--- src/rtl/jt_pkg.sv ---
package jt_pkg;

    // What a single cycle does to the recorder state
    typedef enum logic [1:0] {
        JT_HOLD    = 2'd0,   // no valid sample
        JT_SEQ     = 2'd1,   // sequential sample: remember only
        JT_CAPTURE = 2'd2,   // discontinuity: store and remember
        JT_CLEAR   = 2'd3    // empty everything
    } jt_act_e;

    localparam int JT_DEF_WIDTH = 32;
    localparam int JT_DEF_DEPTH = 32;
    localparam int JT_DEF_STEP  = 4;

endpackage

--- src/rtl/jt_break_detect.sv ---
module jt_break_detect
    import jt_pkg::*;
#(
    parameter int W    = JT_DEF_WIDTH,
    parameter int STEP = JT_DEF_STEP
) (
    input  logic         clr,
    input  logic         valid,
    input  logic [W-1:0] pc,
    input  logic [W-1:0] last_pc,
    output jt_act_e      act
);
    localparam logic [W-1:0] STEP_V = W'(STEP);

    logic [W-1:0] expect_pc;

    always_comb begin
        expect_pc = last_pc + STEP_V;
        if (clr) begin
            act = JT_CLEAR;
        end else if (!valid) begin
            act = JT_HOLD;
        end else if (pc == expect_pc) begin
            act = JT_SEQ;
        end else begin
            act = JT_CAPTURE;
        end
    end

endmodule

--- src/rtl/jt_ring.sv ---
module jt_ring
    import jt_pkg::*;
#(
    parameter int W     = JT_DEF_WIDTH,
    parameter int DEPTH = JT_DEF_DEPTH,
    localparam int IDX_W = $clog2(DEPTH)
) (
    input  logic                      clk,
    input  logic                      rst,
    input  jt_act_e                   act,
    input  logic [W-1:0]              wr_data,
    output logic [IDX_W-1:0]          head,
    output logic [DEPTH-1:0][W-1:0]   slots
);
    localparam logic [IDX_W-1:0] LAST_IDX = IDX_W'(DEPTH - 1);

    typedef struct packed {
        logic [IDX_W-1:0]        head;
        logic [DEPTH-1:0][W-1:0] slots;
    } ring_t;

    ring_t ring_d, ring_q;

    always_comb begin
        ring_d = ring_q;
        unique case (act)
            JT_CLEAR: begin
                ring_d.head = '0;
                for (int s = 0; s < DEPTH; s++) begin
                    ring_d.slots[s] = '1;
                end
            end
            JT_CAPTURE: begin
                for (int s = 0; s < DEPTH; s++) begin
                    if (ring_q.head == IDX_W'(s)) begin
                        ring_d.slots[s] = wr_data;
                    end
                end
                ring_d.head = (ring_q.head == LAST_IDX) ? '0 : ring_q.head + 1'b1;
            end
            default: ;
        endcase
    end

    always_ff @(posedge clk) begin
        if (rst) begin
            ring_q.head  <= '0;
            ring_q.slots <= '1;
        end else begin
            ring_q <= ring_d;
        end
    end

    assign head  = ring_q.head;
    assign slots = ring_q.slots;

endmodule

--- src/rtl/jt_tap.sv ---
module jt_tap
    import jt_pkg::*;
#(
    parameter int W     = JT_DEF_WIDTH,
    parameter int DEPTH = JT_DEF_DEPTH,
    localparam int IDX_W = $clog2(DEPTH)
) (
    input  logic [DEPTH-1:0][W-1:0] slots,
    input  logic [IDX_W-1:0]        head,
    input  logic [IDX_W-1:0]        ofs,
    output logic [W-1:0]            data
);
    localparam bit POW2 = ((1 << IDX_W) == DEPTH);

    logic [IDX_W-1:0] idx;

    generate
        if (POW2) begin : g_pow2
            // natural wrap of the index width
            assign idx = head + ofs;
        end else begin : g_mod
            logic [IDX_W:0] sum;
            assign sum = {1'b0, head} + {1'b0, ofs};
            assign idx = (sum >= (IDX_W+1)'(DEPTH)) ? IDX_W'(sum - (IDX_W+1)'(DEPTH))
                                                     : sum[IDX_W-1:0];
        end
    endgenerate

    assign data = slots[idx];

endmodule

--- src/rtl/pc_jump_trace.sv ---
module pc_jump_trace
    import jt_pkg::*;
#(
    parameter int W     = JT_DEF_WIDTH,
    parameter int DEPTH = JT_DEF_DEPTH,
    parameter int STEP  = JT_DEF_STEP,
    localparam int IDX_W = $clog2(DEPTH)
) (
    input  logic             clk,
    input  logic             rst,
    input  logic             clr_i,
    input  logic             pc_valid_i,
    input  logic [W-1:0]     pc_i,
    input  logic [IDX_W-1:0] rd_ofs_i,
    output logic [W-1:0]     rd_data_o,
    output logic [IDX_W-1:0] head_o
);
    typedef struct packed {
        logic [W-1:0] last;
    } track_t;

    track_t  track_d, track_q;
    jt_act_e act;
    logic [DEPTH-1:0][W-1:0] slots;
    logic [W-1:0] last_pc;

    assign last_pc = track_q.last;

    jt_break_detect #(.W(W), .STEP(STEP)) u_detect (
        .clr     (clr_i),
        .valid   (pc_valid_i),
        .pc      (pc_i),
        .last_pc (last_pc),
        .act     (act)
    );

    jt_ring #(.W(W), .DEPTH(DEPTH)) u_ring (
        .clk     (clk),
        .rst     (rst),
        .act     (act),
        .wr_data (pc_i),
        .head    (head_o),
        .slots   (slots)
    );

    jt_tap #(.W(W), .DEPTH(DEPTH)) u_tap (
        .slots (slots),
        .head  (head_o),
        .ofs   (rd_ofs_i),
        .data  (rd_data_o)
    );

    always_comb begin
        track_d = track_q;
        unique case (act)
            JT_CLEAR:            track_d.last = '0;
            JT_SEQ, JT_CAPTURE:  track_d.last = pc_i;
            default: ;
        endcase
    end

    always_ff @(posedge clk) begin
        if (rst) begin
            track_q.last <= '0;
        end else begin
            track_q <= track_d;
        end
    end

endmodule

--- config.mk ---
export PLATFORM = sky130hd
export DESIGN_NAME = pc_jump_trace
export DESIGN_NICKNAME = d
export VERILOG_FILES = /design/src/rtl/jt_pkg.sv /design/src/rtl/jt_break_detect.sv /design/src/rtl/jt_ring.sv /design/src/rtl/jt_tap.sv /design/src/rtl/pc_jump_trace.sv
export SDC_FILE = /design/constraint.sdc
export NUM_CORES = 2
export LEC_CHECK = 0
export ABC_AREA = 1
export BUFFER_PORTS_ARGS = -buffer_cell sky130_fd_sc_hd__buf_2
export CELL_PAD_IN_SITES_DETAIL_PLACEMENT = 1
export CELL_PAD_IN_SITES_GLOBAL_PLACEMENT = 1
export CORE_MARGIN = 3
export CORE_UTILIZATION = 43
export CTS_CLUSTER_SIZE = 14
export DETAILED_ROUTE_END_ITERATION = 12
export MAX_ROUTING_LAYER = met4
export PLACE_DENSITY_LB_ADDON = 0.1
export SLEW_MARGIN = 20
export SYNTH_ARGS = -nofsm -noshare
export SYNTH_HDL_FRONTEND = slang
export SYNTH_SLANG_ARGS = --single-unit
export TNS_END_PERCENT = 30
--- constraint.sdc ---
create_clock -name clk -period 2.5 [get_ports clk]
set_clock_uncertainty 0.05 [all_clocks]
set_input_delay 0.25 -clock clk [delete_from_list [all_inputs] [get_ports clk]]
set_output_delay 0.25 -clock clk [all_outputs]
set_load 0.01 [all_outputs]
==> out/metrics.cfg <==
[finish]
multi_input_area_sq_um = 27800
final_core_utilization_pct = 58.2
layout-drive-gt1-share_pct = 20.3
layout_common_cells = 2,114 x sky130_fd_sc_hd__nand3_1, 1,105 x sky130_fd_sc_hd__nand2_1, 1,054 x sky130_fd_sc_hd__dfxtp_1, 316 x sky130_fd_sc_hd__buf_4, 311 x sky130_fd_sc_hd__nor2_1
post_layout_nonfiller_instances = 8518
nets = 6945
area_growth_syn_to_layout_pct = 34.1
seqCellArea_sq_um = 21300
finalInstanceArea_sq_um = 66600
layout.filler_cells = 13200
leading_cell_type_in_the_layout_fill_and_taps_excluded = sky130_fd_sc_hd__nand3_1

[min_path]
whs_endpoint = u_ring.slots[735]$_SDFFE_PP1P_
worst_hold_path.num_cells = 4
source_of_the_worst_hold_timing_path = clr_i
holdCritPathClass = in2reg

[drt]
route.antenna.remaining_nets = 0
routed_wl_um = 273000
drcViolationCount = 0
total_met3_wirelength_after_detailed_routing_um = 33000
wl_met2_um = 117000
drtPass1Iterations = 7
post_drt_wl_per_cell_um = 32.1
wl_met1_um = 101000
detail_route.iter0.violations = 7449
avgViaCountPerCell = 6.75
vias = 57500
maxUsedRoutingLayer = met4

[timing]
final-hold-violation-count = 0
worst_slew_pin_slew_ns = 0.759
slew_viol_final = 0
grt_setup_unrepaired = yes
timing.max_slew.rel_slack_pct = 49.4
hold_slack_ns = 0.109
finalCritPeriodShare_pct = 167
setup_slack_ns = -1.68
max_freq_mhz = 239
shortest_clock_period_the_worst_path_allows_after_layout_ns = 4.18
setup_violations = 1061

[clock_tree]
tritoncts = done
cts-htree-levels = 3
cts_max_path_buffers = 3
path_clk_slew_ns = 0.06
ctsRootBufferMaster = sky130_fd_sc_hd__clkbuf_16
cts_made_buffers = 118
clock_latency_on_the_worst_skew_pair_ns = 0.75
cts_sinks = 1061

[grt]
antenna_violations_before_repair = 13
grt.overflow.total = 0
track_usage_pct = 40.8
grt_start_max_net_pins = 95
grt_first_pass_wirelength_um = 364000
via_count_of_the_first_global_routing_pass = 56100

[logic_synthesis]
synth.yosys.warnings = 0
synthesis.instances = 6698
synthTopCellsByArea = sky130_fd_sc_hd__dfxtp_1 43%, sky130_fd_sc_hd__nand3_1 23%, sky130_fd_sc_hd__nand2_1 9.3%
synth-seq-cells = 1061
post_synth_instance_area_sq_um = 49700
syn_area_per_cell_sq_um = 7.42
syn-num-nets = 6751
ys_types = 31
yosys.area.top_type = sky130_fd_sc_hd__dfxtp_1
synth_top_area_share_pct = 42.8
ys_seq_area_share_pct = 42.8

[floorplan]
core.rowCount = 124
initial_utilization_pct = 43.4
fp.coreArea_sq_um = 115000
height_of_the_chip_um = 346
floorplan.die.width_um = 346
design.die.area_sq_um = 120000
io_pins = 78

[pwr]
total_switching_power_w = 0.0144
power_share_of_the_combinational_group_pct = 20.4
power.leakage_nw = 29.9
switching_share_pct = 30.9
clockPowerShare_pct = 39.8
power_frac_seq_pct = 39.8
power_report.internal_total_w = 0.0322
ir_drop_mv = 0.568
pwr_density_cell_nw_per_um2 = 699

[setup_path]
worstRegToRegCells = 19
critPathKind = reg2out
critical_path.endpoint_type = output port
cp_data_required_time_ns = 2.20
regToRegEndpoint = u_ring.slots[98]$_SDFFE_PP1P_
ff2ff_setup_slack_ns = -0.63
critical_path_peak_fanout = 9
worst_r2r_startpoint = last_pc[3]$_SDFFE_PP0P_
crit_path_start_kind = flip-flop
critical_path_launch_point = u_ring.head[0]$_SDFFE_PP0P_
worstPathArrival_ns = 3.88

[status]
violated_checks = setup timing
outcome = complete, but fails checks

[place]
gp_congestion = 0.928
placement.io_buffers = 77
placed_cells_incl_taps = 8069
detailed_placer_s_ending_hpwl_um = 142000
place_area_sq_um = 55200

[run]
max_cap_violations = 0

-- sequential cells by signal, summed over array words and instances, names as in the netlist --
signal        flops
last_pc          32
u_ring.head       5
u_ring.slots   1024
-- cells in the mapped netlist (all sizes together) --
cell type	n
xor2	17
nand4	14
dfxtp	1061
fa	1
nand2	1230
clkinv	1
nor3	12
clkbuf	411
a21oi	40
buf	330
and3	31
nand3	2294
and2	1
o221ai	256
o21ai	262
inv	71
o21bai	5
nor2	331
nand3b	22
ha	11
mux2i	256
xnor2	8
a31oi	33
-- metal layers --
| metal | vias up | track usage [%] |
|---|---|---|
| met2 | 3856 | 61.8 |
| met4 | 0 | 25.7 |
| met1 | 28700 | 49.5 |
| li1 | 23800 | - |
| met5 | - | - |
| met3 | 1133 | 8.47 |
-- kinds of logic (layout without fill, tap and decap cells) --
| kind of cell | Yosys count | in the layout | share of synthesized area [%] |
|---|---|---|---|
| flops | 1061 | 1061 | 42.8 |
| simple gates | 3935 | 3935 | 36.3 |
| other cells | 0 | 14 | 0 |
| compound gates | 596 | 596 | 8.05 |
| buf+inv | 813 | 1107 | 6.92 |
| xor+xnor | 25 | 25 | 0.441 |
| fa+ha+maj | 12 | 12 | 0.317 |
| mux | 256 | 256 | 5.16 |
-- worst max-delay path by stage --
stage	end	slack [ns]	cells past startpoint
finish	rd_data_o[21]	-1.68	12
global route	rd_data_o[21]	-1.69	12
CTS	rd_data_o[8]	-1.51	12
detailed placement	rd_data_o[8]	-1.07	13
global placement	rd_data_o[8]	-1.04	13
floorplan	rd_data_o[28]	-0.0002	9
-- per-stage QoR --
| step | power (W) | worst slack (ns) | TNS, ns |
|---|---|---|---|
| after global placement | 0.0260 | -1.04 | -517.85 |
| after floorplan | 0.0229 | -0.000158 | -0.00345 |
| after detailed placement | 0.0262 | -1.07 | -568.05 |
| final | 0.0465 | -1.68 | -531.96 |
| after global routing | 0.0476 | -1.69 | -675.42 |
| after CTS | 0.0453 | -1.51 | -475.63 |
-- worst max-delay path: stages, from the launching register on --
cell	delay (ns)
sky130_fd_sc_hd__dfxtp_2	0.33
sky130_fd_sc_hd__ha_4	0.16
sky130_fd_sc_hd__fa_4	0.80
sky130_fd_sc_hd__buf_12	0.18
sky130_fd_sc_hd__buf_6	0.13
sky130_fd_sc_hd__clkbuf_16	0.15
sky130_fd_sc_hd__o21ai_0	0.08
sky130_fd_sc_hd__o221ai_1	0.26
sky130_fd_sc_hd__nand3_2	0.26
sky130_fd_sc_hd__and3_4	0.26
sky130_fd_sc_hd__buf_4	0.16
sky130_fd_sc_hd__a31oi_4	0.18
sky130_fd_sc_hd__buf_2	0.16
-- layout make-up --
type / count / area share, %
clock buffer: 185 / 5.51
antenna: 14 / 0.0526
clock inverter: 35 / 0.575
sequential: 1061 / 31.9
timing repair buffer: 815 / 16.9
multi-input combinational: 4824 / 41.8
tap: 1512 / 2.84
inverter: 72 / 0.451
-- power groups by stage --
stage	Clock (W)	Sequential, W	Combinational (W)
2_1_floorplan	0	0.0186	0.00431
3_3_place_gp	0	0.0188	0.00720
3_5_place_dp	0	0.0188	0.00739
4_1_cts	0.0185	0.0184	0.00838
5_1_grt	0.0192	0.0186	0.00984
6_report	0.0185	0.0185	0.00951
-- what timing repair did --
| item | CTS | global route |
|---|---|---|
| gates cloned | 60 | 53 |
| hold buffers | 33 | 0 |
| buffers inserted | 34 | 40 |
| pin swaps | 62 | 80 |
| gates resized for setup | 460 | 360 |
| setup endpoints to repair | 1061 | 1061 |
| endpoints found under the hold margin | 49 | 0 |
Note: power is estimated with default switching activity, not from simulation.
